==> config.mk <==
export PLATFORM = sky130hd
export DESIGN_NAME = nand_cmd_front
export DESIGN_NICKNAME = d
export VERILOG_FILES = /design/src/rtl/nand_fe_pkg.sv /design/src/rtl/nand_bus_sampler.sv /design/src/rtl/nand_cmd_classify.sv /design/src/rtl/nand_addr_asm.sv /design/src/rtl/nand_cmd_front.sv
export SDC_FILE = /design/constraint.sdc
export NUM_CORES = 1
export LEC_CHECK = 0
export BUFFER_PORTS_ARGS = -buffer_cell sky130_fd_sc_hd__buf_2
export CAP_MARGIN = 30
export CORE_MARGIN = 1
export CORE_UTILIZATION = 50
export DETAILED_ROUTE_END_ITERATION = 8
export PLACE_DENSITY = 0.84
export SLEW_MARGIN = 20
export SYNTH_ARGS = -nofsm -noshare
export SYNTH_HDL_FRONTEND = slang
export SYNTH_SLANG_ARGS = --single-unit
==> constraint.sdc <==
create_clock -name clk -period 2.5 [get_ports clk]
set_input_delay 0.125 -clock clk [delete_from_list [all_inputs] [get_ports clk]]
set_output_delay 0.125 -clock clk [all_outputs]
set_load 0.02 [all_outputs]
==> src/rtl/nand_fe_pkg.sv <==
package nand_fe_pkg;

  // Command byte values the decoder recognises
  localparam logic [7:0] OPC_RD_LO    = 8'h00;
  localparam logic [7:0] OPC_RD_HI    = 8'h01;
  localparam logic [7:0] OPC_RD_SPR   = 8'h50;
  localparam logic [7:0] OPC_IDENT    = 8'h90;
  localparam logic [7:0] OPC_RESET    = 8'hFF;
  localparam logic [7:0] OPC_PGM_SET  = 8'h80;
  localparam logic [7:0] OPC_PGM_GO   = 8'h10;
  localparam logic [7:0] OPC_ERS_SET  = 8'h60;
  localparam logic [7:0] OPC_ERS_GO   = 8'hD0;
  localparam logic [7:0] OPC_STATUS   = 8'h70;

  typedef enum logic [1:0] {
    RGN_FIRST  = 2'd0,
    RGN_SECOND = 2'd1,
    RGN_SPARE  = 2'd2
  } region_e;

  typedef enum logic [1:0] {
    SQ_IDLE  = 2'd0,
    SQ_READ  = 2'd1,
    SQ_PROG  = 2'd2,
    SQ_ERASE = 2'd3
  } seq_e;

  typedef enum logic [3:0] {
    CK_PTR_FIRST,
    CK_PTR_SECOND,
    CK_PTR_SPARE,
    CK_IDENT,
    CK_RESET,
    CK_PGM_SET,
    CK_PGM_GO,
    CK_ERS_SET,
    CK_ERS_GO,
    CK_STATUS,
    CK_BAD
  } cmd_kind_e;

endpackage

==> src/rtl/nand_bus_sampler.sv <==
module nand_bus_sampler #(
  parameter int IO_W = 8
) (
  input  logic            clk,
  input  logic            rst_n,
  input  logic            ce_n,
  input  logic            we_n,
  input  logic            cle,
  input  logic            ale,
  input  logic [IO_W-1:0] io,
  output logic            evt_cmd,
  output logic            evt_addr,
  output logic            evt_data,
  output logic [IO_W-1:0] bus_byte
);

  logic we_q;
  logic latch_edge;

  always_ff @(posedge clk or negedge rst_n) begin
    if (!rst_n) we_q <= 1'b1;
    else        we_q <= we_n;
  end

  // rising write strobe seen with the chip selected
  assign latch_edge = we_n & ~we_q & ~ce_n;

  assign evt_cmd  = latch_edge &  cle & ~ale;
  assign evt_addr = latch_edge & ~cle &  ale;
  assign evt_data = latch_edge & ~cle & ~ale;
  assign bus_byte = io;

endmodule

==> src/rtl/nand_cmd_classify.sv <==
module nand_cmd_classify
  import nand_fe_pkg::*;
#(
  parameter int IO_W = 8
) (
  input  logic [IO_W-1:0] cmd_byte,
  output cmd_kind_e       kind,
  output logic            busy_ok
);

  logic [7:0] code;
  assign code = cmd_byte[7:0];

  always_comb begin
    case (code)
      OPC_RD_LO:   kind = CK_PTR_FIRST;
      OPC_RD_HI:   kind = CK_PTR_SECOND;
      OPC_RD_SPR:  kind = CK_PTR_SPARE;
      OPC_IDENT:   kind = CK_IDENT;
      OPC_RESET:   kind = CK_RESET;
      OPC_PGM_SET: kind = CK_PGM_SET;
      OPC_PGM_GO:  kind = CK_PGM_GO;
      OPC_ERS_SET: kind = CK_ERS_SET;
      OPC_ERS_GO:  kind = CK_ERS_GO;
      OPC_STATUS:  kind = CK_STATUS;
      default:     kind = CK_BAD;
    endcase
  end

  // only reset and status may pass while the array is working
  assign busy_ok = (kind == CK_RESET) | (kind == CK_STATUS);

endmodule

==> src/rtl/nand_addr_asm.sv <==
module nand_addr_asm #(
  parameter int IO_W  = 8,
  parameter int CNT_W = 2
) (
  input  logic             clk,
  input  logic             rst_n,
  input  logic             clear,
  input  logic             take,
  input  logic             row_only,
  input  logic [IO_W-1:0]  byte_in,
  output logic [CNT_W-1:0] cnt,
  output logic [IO_W-1:0]  col_b,
  output logic [IO_W-1:0]  row_lo,
  output logic [IO_W-1:0]  row_hi
);

  always_ff @(posedge clk or negedge rst_n) begin
    if (!rst_n) begin
      cnt    <= '0;
      col_b  <= '0;
      row_lo <= '0;
      row_hi <= '0;
    end else if (clear) begin
      cnt <= '0;
    end else if (take) begin
      cnt <= cnt + CNT_W'(1);
      if (row_only) begin
        if (cnt == CNT_W'(0)) row_lo <= byte_in;
        else                  row_hi <= byte_in;
      end else begin
        case (cnt)
          CNT_W'(0): col_b  <= byte_in;
          CNT_W'(1): row_lo <= byte_in;
          default:   row_hi <= byte_in;
        endcase
      end
    end
  end

endmodule

==> src/rtl/nand_cmd_front.sv <==
module nand_cmd_front
  import nand_fe_pkg::*;
#(
  parameter int IO_W       = 8,
  parameter int COL_W      = 10,
  parameter int HALF_COLS  = 256,
  parameter int SPARE_BITS = 4,
  parameter int BLK_LSB    = 5,
  parameter int BLK_W      = 10
) (
  input  logic                clk,
  input  logic                rst_n,
  input  logic                ce_n,
  input  logic                we_n,
  input  logic                cle,
  input  logic                ale,
  input  logic [IO_W-1:0]     io,
  input  logic                busy,
  output logic                op_read,
  output logic                op_program,
  output logic                op_erase,
  output logic                op_reset,
  output logic                op_status,
  output logic                op_id,
  output logic                data_vld,
  output logic [IO_W-1:0]     data_byte,
  output logic [COL_W-1:0]    col_addr,
  output logic [2*IO_W-1:0]   row_addr,
  output logic [BLK_W-1:0]    blk_idx,
  output logic [1:0]          ptr_region,
  output logic                err
);

  localparam int ROW_W     = 2 * IO_W;
  localparam int CNT_W     = 2;
  localparam int FULL_ADDR = 3;
  localparam int ROW_ADDR  = 2;

  // column = region base + offset; the spare area uses a short offset
  function automatic logic [COL_W-1:0] eff_col(region_e r, logic [IO_W-1:0] b);
    case (r)
      RGN_SECOND: return COL_W'(HALF_COLS) + COL_W'(b);
      RGN_SPARE:  return COL_W'(2 * HALF_COLS) + COL_W'(b[SPARE_BITS-1:0]);
      default:    return COL_W'(b);
    endcase
  endfunction

  function automatic logic [ROW_W-1:0] join_row(logic [IO_W-1:0] hi, logic [IO_W-1:0] lo);
    return {hi, lo};
  endfunction

  function automatic logic [BLK_W-1:0] blk_of(logic [ROW_W-1:0] row);
    return row[BLK_LSB +: BLK_W];
  endfunction

  // bus events
  logic            evt_cmd, evt_addr, evt_data;
  logic [IO_W-1:0] bus_byte;

  nand_bus_sampler #(.IO_W(IO_W)) sampler_i (
    .clk(clk), .rst_n(rst_n), .ce_n(ce_n), .we_n(we_n), .cle(cle), .ale(ale),
    .io(io), .evt_cmd(evt_cmd), .evt_addr(evt_addr), .evt_data(evt_data),
    .bus_byte(bus_byte)
  );

  cmd_kind_e kind;
  logic      busy_ok;

  nand_cmd_classify #(.IO_W(IO_W)) classify_i (
    .cmd_byte(bus_byte), .kind(kind), .busy_ok(busy_ok)
  );

  seq_e    seq_q;
  region_e region_q;

  logic [CNT_W-1:0] cnt;
  logic [IO_W-1:0]  col_b, row_lo, row_hi;
  logic [CNT_W-1:0] addr_need;

  // named internal events
  logic cmd_accept, cmd_reject, addr_take, addr_clr, data_take;
  logic read_done, prog_go, erase_go, confirm_bad, is_confirm;

  assign addr_need   = (seq_q == SQ_ERASE) ? CNT_W'(ROW_ADDR) : CNT_W'(FULL_ADDR);
  assign cmd_accept  = evt_cmd & (~busy | busy_ok) & (kind != CK_BAD);
  assign cmd_reject  = evt_cmd & ~cmd_accept;
  assign addr_take   = evt_addr & ~busy & (seq_q != SQ_IDLE) & (cnt < addr_need);
  assign addr_clr    = cmd_accept & (kind != CK_STATUS);
  assign data_take   = evt_data & ~busy & (seq_q == SQ_PROG) & (cnt == CNT_W'(FULL_ADDR));
  assign read_done   = addr_take & (seq_q == SQ_READ) & (cnt == CNT_W'(FULL_ADDR - 1));
  assign prog_go     = cmd_accept & (kind == CK_PGM_GO) & (seq_q == SQ_PROG)
                       & (cnt == CNT_W'(FULL_ADDR));
  assign erase_go    = cmd_accept & (kind == CK_ERS_GO) & (seq_q == SQ_ERASE)
                       & (cnt == CNT_W'(ROW_ADDR));
  assign is_confirm  = (kind == CK_PGM_GO) | (kind == CK_ERS_GO);
  assign confirm_bad = cmd_accept & is_confirm & ~prog_go & ~erase_go;

  nand_addr_asm #(.IO_W(IO_W), .CNT_W(CNT_W)) addr_i (
    .clk(clk), .rst_n(rst_n), .clear(addr_clr), .take(addr_take),
    .row_only(seq_q == SQ_ERASE), .byte_in(bus_byte), .cnt(cnt),
    .col_b(col_b), .row_lo(row_lo), .row_hi(row_hi)
  );

  always_ff @(posedge clk or negedge rst_n) begin
    if (!rst_n) begin
      seq_q      <= SQ_IDLE;
      region_q   <= RGN_FIRST;
      op_read    <= 1'b0;
      op_program <= 1'b0;
      op_erase   <= 1'b0;
      op_reset   <= 1'b0;
      op_status  <= 1'b0;
      op_id      <= 1'b0;
      data_vld   <= 1'b0;
      data_byte  <= '0;
      col_addr   <= '0;
      row_addr   <= '0;
      blk_idx    <= '0;
      err        <= 1'b0;
    end else begin
      op_read    <= 1'b0;
      op_program <= 1'b0;
      op_erase   <= 1'b0;
      op_reset   <= 1'b0;
      op_status  <= 1'b0;
      op_id      <= 1'b0;
      data_vld   <= 1'b0;
      err        <= cmd_reject | confirm_bad;

      if (cmd_accept) begin
        case (kind)
          CK_RESET: begin
            op_reset <= 1'b1;
            seq_q    <= SQ_IDLE;
            region_q <= RGN_FIRST;
          end
          CK_STATUS: op_status <= 1'b1;
          CK_IDENT: begin
            op_id <= 1'b1;
            seq_q <= SQ_IDLE;
          end
          CK_PTR_FIRST: begin
            region_q <= RGN_FIRST;
            seq_q    <= SQ_READ;
          end
          CK_PTR_SECOND: begin
            region_q <= RGN_SECOND;
            seq_q    <= SQ_READ;
          end
          CK_PTR_SPARE: begin
            region_q <= RGN_SPARE;
            seq_q    <= SQ_READ;
          end
          CK_PGM_SET: seq_q <= SQ_PROG;
          CK_ERS_SET: seq_q <= SQ_ERASE;
          CK_PGM_GO: begin
            seq_q <= SQ_IDLE;
            if (prog_go) begin
              op_program <= 1'b1;
              col_addr   <= eff_col(region_q, col_b);
              row_addr   <= join_row(row_hi, row_lo);
              if (region_q == RGN_SECOND) region_q <= RGN_FIRST;
            end
          end
          CK_ERS_GO: begin
            seq_q <= SQ_IDLE;
            if (erase_go) begin
              op_erase <= 1'b1;
              row_addr <= join_row(row_hi, row_lo);
              blk_idx  <= blk_of(join_row(row_hi, row_lo));
            end
          end
          default: ;
        endcase
      end

      if (read_done) begin
        op_read  <= 1'b1;
        seq_q    <= SQ_IDLE;
        col_addr <= eff_col(region_q, col_b);
        row_addr <= join_row(bus_byte, row_lo);
        if (region_q == RGN_SECOND) region_q <= RGN_FIRST;
      end

      if (data_take) begin
        data_vld  <= 1'b1;
        data_byte <= bus_byte;
      end
    end
  end

  assign ptr_region = region_q;

endmodule

## After elaboration in Yosys (flattened, before gate mapping)

Index checks and enable logic that the tools add are counted.

- Bitwise gates (word level): 42
- Muxes and demuxes: 43
- Equality and inequality tests: 33
- Reductions and logical operators: 22
- $add $sub $neg: 3
- Order comparisons: 1

Operator list:

| operator | count |
|---|---|
| $mux 16 | 4 |
| $mux 8 | 6 |
| $mux 10 | 4 |
| $pmux 4 s10 | 1 |
| $eq 8x8->1 const B | 4 |
| $pmux 16 s2 | 1 |
| $and 1x1->1 | 28 |
| $eq 8x7->1 const B | 3 |
| $pmux 10 s2 | 1 |
| $mux 2 | 9 |
| $eq 4x3->1 const B | 4 |
| $pmux 2 s4 | 2 |
| $reduce_and 4->1 | 4 |
| $mux 1 | 15 |
| $reduce_bool 2->1 | 6 |
| $add 10x4->10 const A | 1 |
| $add 9x8->10 const A | 1 |
| $eq 2x2->1 const B | 5 |
| $not 1->1 | 10 |
| $eq 4x2->1 const B | 2 |
| $eq 4x4->1 const B | 2 |
| $eq 8x1->1 const B | 1 |
| $eq 8x5->1 const B | 1 |
| $logic_not 8->1 | 1 |
| other kinds (18) | 28 |

- Word-level logic and storage cells: 163
- Bits of input ports: 15
- Bits in registers: 83

## Longest topological paths before layout

Gate-level depths: netlist (run 1).

- Word-level depth: 15
- Depth in mapped cells: 10
- Gate-level depth less buffers: 8

## By module

Synthesis (run 1) repeated with hierarchy kept, for this count alone.

- Cell total of the unflattened synthesis: 324
- Area total of the unflattened synthesis: 4087.7 um^2

By module, submodules not included:

| module | sequential area each (um^2) | area each (um^2) | cells each | times used |
|---|---|---|---|---|
| nand_cmd_front | 1401.3 | 2616.3 | 212 | 1 |
| nand_addr_asm | 650.6 | 1077.3 | 65 | 1 |
| nand_cmd_classify | 0.0 | 270.3 | 34 | 1 |
| nand_bus_sampler | 26.3 | 123.9 | 13 | 1 |

## Worst setup path after synthesis (run 1)

No wires, ideal clock.

- Path kind: register to register
- Start: register sampler_i.we_q
- End: register addr_i.row_hi[0]
- Cell stages (with the launch flop): 7
- Arrival time: 2.326 ns
- Setup slack: 0.050 ns
- Library setup time: 0.125 ns
- Path buffers: 1
- Data required time: 2.375 ns
- Cell sequence: dfstp_2 -> or3b_1 -> or3_1 -> or3_1 -> clkbuf_1 -> nor3b_4 -> mux2_2

- Word-level cells in the longest chain between the ends: 10
- Elaborated cells between the ends (all ways): 15
- Classes of those cells: 14 x bitwise; 1 x reduce/logical

Ends and longest elaborated chain:

| what | RTL line | RTL |
|---|---|---|
| from (decl) | nand_bus_sampler.sv:17 | `logic we_q;` |
| from (signal assigned) | nand_bus_sampler.sv:22 | `else we_q <= we_n;` |
| $not 1->1 (*) | nand_bus_sampler.sv:26 | `assign latch_edge = we_n & ~we_q & ~ce_n;` |
| $and 1x1->1 (*) (2 in a row) | nand_bus_sampler.sv:26 |  |
| $and 1x1->1 (2 in a row) | nand_bus_sampler.sv:28 | `assign evt_cmd = latch_edge & cle & ~ale;` |
| $and 1x1->1 (2 in a row) | nand_cmd_front.sv:85 | `assign cmd_accept = evt_cmd & (~busy \| busy_ok) & (kind != CK_BAD);` |
| $and 1x1->1 | nand_cmd_front.sv:88 | `assign addr_clr = cmd_accept & (kind != CK_STATUS);` |
| $not 1->1 (no line) | n/a |  |
| $reduce_and 4->1 (no line) (*) | n/a |  |
| to (signal assigned) | nand_addr_asm.sv:29 | `else row_hi <= byte_in;` |
| to (signal assigned) | nand_addr_asm.sv:34 | `default: row_hi <= byte_in;` |
| to (decl) | nand_addr_asm.sv:14 | `output logic [IO_W-1:0] row_hi` |

Every way passes the cells marked *; elsewhere a longest branch is shown, timed or not.
A chain may end at the register's enable or synchronous reset.

## Worst setup path in the final report (run 1)

- Start: input we_n
- End: register addr_i.row_hi[4]

- Word-level cells in the longest chain between the ends: 9
- Elaborated cells between the ends (all ways): 14
- Classes of those cells: 13 x bitwise; 1 x reduce/logical

Ends and longest elaborated chain:

| what | RTL line | RTL |
|---|---|---|
| from (decl) | nand_cmd_front.sv:14 | `input logic we_n,` |
| $and 1x1->1 (*) (2 in a row) | nand_bus_sampler.sv:26 |  |
| $and 1x1->1 (2 in a row) | nand_bus_sampler.sv:28 |  |
| $and 1x1->1 (2 in a row) | nand_cmd_front.sv:85 |  |
| $and 1x1->1 | nand_cmd_front.sv:88 |  |
| $not 1->1 (no line) | n/a |  |
| $reduce_and 4->1 (no line) (*) | n/a |  |

Marked as above.

==> impl_table.tex, run 1 <==
\begin{tabular}{lr}
\hline
Metric & Value \\
\hline
\multicolumn{2}{l}{\textbf{Layout}} \\
\quad Share of cells above drive strength 1 & 39.36\% \\
\quad Total number of nets in the final design & 421 \\
\quad Leading cell type in the layout, fill and taps excluded & dfrtp\_1 \\
\quad Antenna cell count & 0 \\
\quad Finished Core Util & 63.63\% \\
\quad Final design instance area without fill & 4664 um2 \\
\quad Area growth from synthesis to final layout & 22.15\% \\
\quad Most frequent cells in the layout & 82 x dfrtp\_1, 67 x buf\_2, 37 x mux2\_2 \\
\multicolumn{2}{l}{\textbf{Critical path}} \\
\quad Critical Path Fanout Max & 7 \\
\quad Worst R2R End & addr\_i.row\_hi[4]\$\_DFFE\_PN0P\_ \\
\quad Category of the critical setup timing path & primary input to flip-flop \\
\quad Path depth of the worst reg2reg path & 6 \\
\quad Crit path launch type & primary input \\
\quad Reg-to-reg setup timing slack & 0.15 ns \\
\quad Worst reg2reg path startpoint & sampler\_i.we\_q\$\_DFF\_PN1\_ \\
\quad Type of element capturing the critical path & flip-flop \\
\quad Data required, critical path & 2.74 ns \\
\quad Arrival time reported for the critical path endpoint & 2.62 ns \\
\multicolumn{2}{l}{\textbf{Die}} \\
\quad Die Ht & 89.39 um \\
\quad X dimension of the die & 89.39 um \\
\quad CORE AREA & 7331 um2 \\
\quad Number of primary I/O pins & 69 \\
\quad Die footprint & 7991 um2 \\
\quad Starting Density & 52.09\% \\
\quad Floorplan row count & 31 \\
\multicolumn{2}{l}{\textbf{Clocking}} \\
\quad Clk sink count & 83 \\
\quad Clock tree root buffer cell & clkbuf\_8 \\
\quad TritonCTS Buffers & 9 \\
\quad CTS tree & done \\
\quad Clk buf depth & 2 \\
\quad Clock latency on the worst-skew pair & 0.35 ns \\
\quad Clock-pin transition on the worst setup and hold timing paths & 0.08 ns \\
\quad Max H-tree Level & 3 \\
\multicolumn{2}{l}{\textbf{Power}} \\
\quad Sequential fraction of design power & 54.5\% \\
\quad Cell-internal power & 1912 uW \\
\quad Switching power share of the total & 22.98\% \\
\quad Total power draw & 2483 uW \\
\quad Max VDD drop & 0.2970 mV \\
\quad PD cells & 532.3 nW/um2 \\
\quad Switching component of the power & 570.5 uW \\
\quad Combinational Power Share & 5.2\% \\
\quad Clk pwr share & 40.3\% \\
\quad Leakage power of the design & 0.002471 uW \\
\multicolumn{2}{l}{\textbf{Detailed routing}} \\
\quad Detailed router's first-iteration violation count & 207 \\
\quad Total via count in the routed design & 2777 \\
\quad Vias per cell & 5.521 \\
\quad DRT Pass-1 Iters & 4 \\
\quad Antenna Nets Post-Route & 0 \\
\quad Final wirelength & 8500 um \\
\quad Residual DRC & 0 \\
\quad Routed length per instance & 16.90 um \\
\multicolumn{2}{l}{\textbf{Yosys}} \\
\quad Cell count after synthesis & 312 \\
\quad Async SR Flop Fraction & 100.0\% \\
\quad Syn Area/Cell & 12.24 um2 \\
\quad Post-synth top flop & dfrtp\_1 \\
\quad Sequential-to-total area share from yosys stat & 54.42\% \\
\quad Synthesis-stage register bit count & 83 \\
\quad Distinct cell type count of the synthesized netlist & 52 \\
\quad Post-Synthesis Net Count & 334 \\
\quad Ys Warns & 0 \\
\quad Post-synth EDFFs & 0 \\
\quad Post-Syn Area & 3819 um2 \\
\multicolumn{2}{l}{\textbf{Place}} \\
\quad Half-perimeter wire length of the detailed placement result & 6019 um \\
\quad Placed cell areas & 4408 um2 \\
\quad IO buf count & 68 \\
\quad Final Wtd Congestion & 0.8910 \\
\multicolumn{2}{l}{\textbf{Global routing}} \\
\quad Remaining Overflow, GRT & 0 \\
\quad Vias in the first global route & 2763 \\
\quad Largest net degree at the start of global routing & 48 \\
\quad Global-route wire length before repair & 13820 um \\
\quad Total GRT Usage & 23.33\% \\
\quad Initial antenna violation count & 0 \\
\multicolumn{2}{l}{\textbf{Hold path}} \\
\quad Worst hold stages & 2 \\
\quad Hold Startpoint & io[0] \\
\quad End point of the most critical hold path & addr\_i.col\_b[0]\$\_DFFE\_PN0P\_ \\
\quad Class of the tightest hold or removal check & primary input to flip-flop \\
\multicolumn{2}{l}{\textbf{Timing}} \\
\quad Maximum frequency from static timing analysis & 421.0 MHz \\
\quad Final-report hold violation count & 0 \\
\quad Worst hold slack after final layout & 0.1270 ns \\
\quad Worst setup skew after layout & 0.007780 ns \\
\quad Minimum period implied by the final worst setup slack & 2.375 ns \\
\quad Max transition margin & 65.11\% \\
\quad Share of the clock period used by the worst path & 95.01\% \\
\quad Setup repair after global routing missed its margin & no \\
\quad Post-Route Setup TNS & 0 ns \\
\quad Slew at the pin closest to its max-slew limit & 0.5234 ns \\
\quad Final-report max-slew violation count & 0 \\
\quad Setup violation total in the final timing report & 0 \\
\multicolumn{2}{l}{\textbf{Run status}} \\
\quad Status & complete, no violations \\
\multicolumn{2}{l}{\textbf{Flow run}} \\
\quad Max\_cap viols & 0 \\
\hline
\end{tabular}
## through the flow
stage | setup WS, ns | cells
after CTS | 0.07449 | 503
after global routing | 0.02364 | 503
after floorplan | 0.04959 | 312
after global placement | 0.04003 | 482
final | 0.1248 | 503
after detailed placement | 0.002233 | 483
## synthesized netlist by cell type (2+ instances only)
library cell / n / area [um2]
dfrtp_1: 82 / 2052
mux2_2: 37 / 416.7
nand2_1: 26 / 97.59
o21ai_0: 19 / 95.09
mux2_1: 18 / 202.7
clkbuf_1: 13 / 48.80
inv_1: 10 / 37.54
mux2i_1: 8 / 80.08
ha_1: 7 / 87.58
nor2_1: 7 / 26.28
nor3_1: 7 / 35.03
or3_1: 6 / 37.54
nand3_1: 5 / 25.02
a21oi_1: 4 / 20.02
nand2b_1: 4 / 25.02
nor2b_1: 4 / 25.02
buf_2: 3 / 15.01
nand4_1: 3 / 18.77
nor4_1: 3 / 18.77
nor4bb_1: 3 / 30.03
a21boi_0: 2 / 15.01
a21oi_2: 2 / 17.52
a31oi_1: 2 / 12.51
a41o_1: 2 / 20.02
and3_1: 2 / 12.51
buf_6: 2 / 22.52
nand3b_1: 2 / 15.01
o2111ai_1: 2 / 17.52
o31ai_1: 2 / 15.01
or3b_1: 2 / 17.52
or3b_2: 2 / 17.52
## cell families after synthesis
family / after synthesis / synth area share (%)
and+or+nand+nor: 85 / 13.24
DFF: 83 / 54.42
muxes: 63 / 18.32
AOI/OAI and AO/OA: 45 / 8.257
buffers and inverters: 28 / 3.244
adders and majority gates: 7 / 2.293
xor gates and xnor gates: 1 / 0.2294
## flip-flops by register name, indices dropped and copies added (netlist names), 2 cells and up
signal         cells
ptr_region         2
addr_i.row_lo      8
seq_q              2
col_addr          10
addr_i.col_b       8
addr_i.row_hi      8
row_addr          16
addr_i.cnt         2
blk_idx           10
data_byte          8
## layer usage
layer	vias up	wire, um	GRT usage, %
met1	1387	3794	31.38
met5	-	0	0
met3	10	421	4.709
li1	1287	-	-
met4	0	108	7.215
met2	93	4175	38.31
## power groups by stage
| stage | Sequential (uW) | Clock [uW] | Combinational (uW) |
|---|---|---|---|
| after floorplan | 1380 | 0 | 50.8 |
| after global placement | 1380 | 0 | 119 |
| after detailed placement | 1380 | 0 | 127 |
| after CTS | 1350 | 1030 | 130 |
| after global routing | 1350 | 1080 | 144 |
| final | 1350 | 1000 | 129 |
## cell type report
cell class | instances | area (um2)
multi-input cells | 201 | 1633
clock inverters | 5 | 60.06
repair buffers | 94 | 580.6
fillers | 595 | 2666
flip-flops and latches | 83 | 2078
inverters | 10 | 37.54
clock buffers | 11 | 151.4
well taps | 99 | 123.9
## what timing repair did
item,in CTS,in global routing
buffers inserted,2,0
endpoints found under the hold margin,36,0
hold buffers,2,0
endpoints found under the setup margin,8,23
gates resized for setup,0,2
pin swaps,1,1
## worst max-delay path by stage
stage                                   end  cells after the start                      from  slack [ns]
6_report       addr_i.row_hi[4]$_DFFE_PN0P_                      8                      we_n        0.12
3_5_place_dp   addr_i.row_hi[5]$_DFFE_PN0P_                      5  sampler_i.we_q$_DFF_PN1_       0.002
2_1_floorplan  addr_i.row_hi[0]$_DFFE_PN0P_                      6  sampler_i.we_q$_DFF_PN1_        0.05
5_1_grt        addr_i.row_hi[4]$_DFFE_PN0P_                      8                      we_n        0.02
4_1_cts        addr_i.row_hi[4]$_DFFE_PN0P_                      8                      we_n        0.07
3_3_place_gp   addr_i.row_hi[2]$_DFFE_PN0P_                      5  sampler_i.we_q$_DFF_PN1_        0.04
## worst max-delay path, cell delays in order
cell and delay (ns):
dlygate4sd3_1 0.52, buf_2 0.11, or3b_1 0.35, or3_1 0.35, or3_4 0.44, nor3b_4 0.22, buf_4 0.17, mux2_2 0.34
No activity file was read; power rests on OpenSTA's default activity.
==> run 2: changes to the inputs <==
--- a/config.mk
+++ b/config.mk
@@ -10,7 +10,7 @@
 export CORE_MARGIN = 1
 export CORE_UTILIZATION = 50
 export DETAILED_ROUTE_END_ITERATION = 8
-export PLACE_DENSITY = 0.84
+export PLACE_DENSITY = 0.76
 export SLEW_MARGIN = 20
 export SYNTH_ARGS = -nofsm -noshare
 export SYNTH_HDL_FRONTEND = slang
==> impl_table.tex, run 2 (synthesis results as in run 1) <==
\begin{tabular}{lr}
\hline
Metric & Value \\
\hline
\multicolumn{2}{l}{\textbf{Critical path}} \\
\quad Path depth of the worst reg2reg path & 7 (+1) \\
\quad Crit path launch type & primary input \\
\quad Arrival time reported for the critical path endpoint & 2.68 ns (+0.06 ns) \\
\quad Critical Path Slowest Stage Cell & dlygate4sd3\_1 \\
\quad Worst stage delay on the critical path & 0.52 ns (about the same) \\
\quad Critical Path Fanout Max & 8 (+1) \\
\quad Reg-to-reg setup timing slack & 0.07 ns (-0.08 ns) \\
\quad Data required, critical path & 2.74 ns (about the same) \\
\quad Worst reg2reg path startpoint & sampler\_i.we\_q\$\_DFF\_PN1\_ \\
\quad Critical path buffers and inverters & 4 (+1) \\
\quad Worst path cell trace & dlygate4sd3\_1, buf\_2, or3b\_1, or3\_1, buf\_4, nor4\_2, nand2b\_4, buf\_12, mux2\_1 \\
\quad Worst R2R End & row\_addr[1]\$\_DFFE\_PN0P\_ \\
\quad Type of element capturing the critical path & flip-flop \\
\quad Largest delay contributor family on the critical path & simple AND/OR/NAND/NOR gates \\
\quad Category of the critical setup timing path & primary input to flip-flop \\
\multicolumn{2}{l}{\textbf{Die}} \\
\quad CORE AREA & 7331 um2 (unchanged) \\
\quad Die footprint & 7991 um2 (unchanged) \\
\quad Starting Density & 52.09\% (unchanged) \\
\quad Number of primary I/O pins & 69 (unchanged) \\
\quad X dimension of the die & 89.39 um (unchanged) \\
\quad Floorplan row count & 31 (unchanged) \\
\quad Die Ht & 89.39 um (unchanged) \\
\multicolumn{2}{l}{\textbf{Power}} \\
\quad Sequential fraction of design power & 53.0\% (-1.5 points) \\
\quad Switching component of the power & 592.9 uW (+3.9\%) \\
\quad Cell-internal power & 1961 uW (+2.5\%) \\
\quad Clk pwr share & 42.1\% (+1.8 points) \\
\quad Switching power share of the total & 23.22\% (+0.24 points) \\
\quad PD cells & 547.7 nW/um2 (+2.9\%) \\
\quad Leakage power of the design & 0.002462 uW (-0.39\%) \\
\quad Combinational Power Share & 5.0\% (-0.2 points) \\
\quad Max VDD drop & 0.4106 mV (+38\%) \\
\multicolumn{2}{l}{\textbf{Global routing}} \\
\quad Global-route wire length before repair & 13100 um (-5.2\%) \\
\quad Remaining Overflow, GRT & 0 (unchanged) \\
\quad Initial antenna violation count & 0 (unchanged) \\
\quad Vias in the first global route & 2631 (-4.8\%) \\
\quad Largest net degree at the start of global routing & 47 (-2.1\%) \\
\quad Total GRT Usage & 22.62\% (-0.71 points) \\
\multicolumn{2}{l}{\textbf{Clocking}} \\
\quad CTS tree & done \\
\quad Clk sink count & 83 (unchanged) \\
\quad Max H-tree Level & 3 (unchanged) \\
\quad Clock-pin transition on the worst setup and hold timing paths & 0.08 ns (about the same) \\
\quad TritonCTS Buffers & 9 (unchanged) \\
\quad Setup repair bufs after CTS & 0 (-2) \\
\quad Clk buf depth & 2 (unchanged) \\
\quad Clock latency on the worst-skew pair & 0.36 ns (about the same) \\
\quad Clock tree root buffer cell & clkbuf\_8 \\
\multicolumn{2}{l}{\textbf{Hold path}} \\
\quad Class of the tightest hold or removal check & primary input to flip-flop \\
\quad End point of the most critical hold path & row\_addr[15]\$\_DFFE\_PN0P\_ \\
\quad Hold Startpoint & io[7] \\
\quad Worst hold stages & 3 (+1) \\
\multicolumn{2}{l}{\textbf{Timing}} \\
\quad Max transition margin & 65.17\% (about the same) \\
\quad Minimum period implied by the final worst setup slack & 2.434 ns (+0.05839 ns) \\
\quad Final-report hold violation count & 0 (unchanged) \\
\quad Setup violation total in the final timing report & 0 (unchanged) \\
\quad Worst setup skew after layout & 0.006554 ns (-0.001226 ns) \\
\quad Maximum frequency from static timing analysis & 410.9 MHz (-2.4\%) \\
\quad Slew at the pin closest to its max-slew limit & 0.5219 ns (-0.001455 ns) \\
\quad Final-report max-slew violation count & 0 (unchanged) \\
\quad Share of the clock period used by the worst path & 97.34\% (+2.3 points) \\
\multicolumn{2}{l}{\textbf{Detailed routing}} \\
\quad Final wirelength & 8152 um (-4.1\%) \\
\quad Residual DRC & 0 (unchanged) \\
\quad Vias per cell & 5.511 (-0.18\%) \\
\quad Routed length per instance & 16.34 um (-3.3\%) \\
\quad Detailed router's first-iteration violation count & 223 (+7.7\%) \\
\quad Antenna Nets Post-Route & 0 (unchanged) \\
\quad DRT Pass-1 Iters & 4 (unchanged) \\
\quad Total via count in the routed design & 2750 (-0.97\%) \\
\multicolumn{2}{l}{\textbf{Layout}} \\
\quad Most flops, register & row\_addr \\
\quad Final-layout fill cell count & 580 (-2.5\%) \\
\quad Registers with the most flip-flops & row\_addr x16, blk\_idx x10, col\_addr x10 \\
\quad Area growth from synthesis to final layout & 22.08\% (about the same) \\
\quad Number of flip-flops under the largest register name & 16 (unchanged) \\
\quad Antenna cell count & 0 (unchanged) \\
\quad Final instance count without filler cells & 499 (-0.80\%) \\
\quad Finished Core Util & 63.59\% (about the same) \\
\quad Leading cell type in the layout, fill and taps excluded & dfrtp\_1 \\
\quad Most frequent cells in the layout & 82 x dfrtp\_1, 67 x buf\_2, 37 x mux2\_2 \\
\quad Share of cells above drive strength 1 & 39.00\% (-0.36 points) \\
\quad Total number of nets in the final design & 417 (-0.95\%) \\
\multicolumn{2}{l}{\textbf{Run status}} \\
\quad Status & complete, no violations \\
\multicolumn{2}{l}{\textbf{Place}} \\
\quad Half-perimeter wire length of the detailed placement result & 5720 um (-5.0\%) \\
\quad Cell count after placement & 481 (-0.41\%) \\
\quad Final Wtd Congestion & 0.8574 (-3.8\%) \\
\quad IO buf count & 68 (unchanged) \\
\multicolumn{2}{l}{\textbf{Flow run}} \\
\quad Max\_cap viols & 0 (unchanged) \\
\hline
\end{tabular}
run 2: worst reg2reg max path: stages, from the launching register on:
cell and delay [ns]:
dfstp_2 0.36, or3b_1 0.42, or3_1 0.36, buf_4 0.16, nor4_2 0.35, nand2b_4 0.22
buf_12 0.13, mux2_1 0.32
run 2: worst max path at each step:
| stage | start | cells after the start | end |
|---|---|---|---|
| floorplan | sampler_i.we_q$_DFF_PN1_ | 6 | addr_i.row_hi[0]$_DFFE_PN0P_ |
| global placement | sampler_i.we_q$_DFF_PN1_ | 6 | addr_i.row_hi[2]$_DFFE_PN0P_ |
| detailed placement | sampler_i.we_q$_DFF_PN1_ | 6 | addr_i.row_hi[6]$_DFFE_PN0P_ |
| CTS | sampler_i.we_q$_DFF_PN1_ | 6 | addr_i.row_hi[5]$_DFFE_PN0P_ |
| global route | we_n | 9 | row_addr[4]$_DFFE_PN0P_ |
| finish | we_n | 9 | row_addr[1]$_DFFE_PN0P_ |
run 2: per-stage QoR:
| stage | hold WS (ns) | total power (uW) | TNS [ns] | cell area (um2) | worst slack (ns) |
|---|---|---|---|---|---|
| 6_report | 0.08655 | 2553 | 0 | 4662 | 0.06644 |
| 5_1_grt | 0.09884 | 2649 | -0.04778 | 4662 | -0.01652 |
| 4_1_cts | 0.06459 | 2578 | 0 | 4649 | 0.03327 |
| 3_5_place_dp | 0.1237 | 1504 | 0 | 4405 | 0.04086 |
| 3_3_place_gp | 0.2419 | 1498 | 0 | 4385 | 0.09234 |
| 2_1_floorplan | -0.1706 | 1432 | 0 | 3819 | 0.04959 |
run 2: per-layer routing:
metal / global-route usage, % / wire, um
met5: 0 / 0
met4: 10.53 / 224
met3: 5.448 / 405
met2: 34.49 / 3757
met1: 30.69 / 3765
run 2: cell type report:
class	count	area, um2	share of cell area (%)
clock inverters	7	100.1	2.147
repair buffers	90	563.0	12.08
clock buffers	9	123.9	2.657
well taps	99	123.9	2.657
multi-input cells	201	1635	35.08
inverters	10	37.54	0.8052
flip-flops and latches	83	2078	44.58
run 2: power by group through the flow:
stage	clock (uW)	combinational [uW]	sequential (uW)
after global routing	1150	142	1350
after floorplan	0	50.8	1380
final	1070	127	1350
after global placement	0	120	1380
after CTS	1100	128	1350
after detailed placement	0	125	1380
run 2: repair_timing:
action                     4_1_cts  5_1_grt
hold buffers                     2        0
hold endpoints to repair        37        0
setup endpoints to repair        0       19
resized for setup                0        2
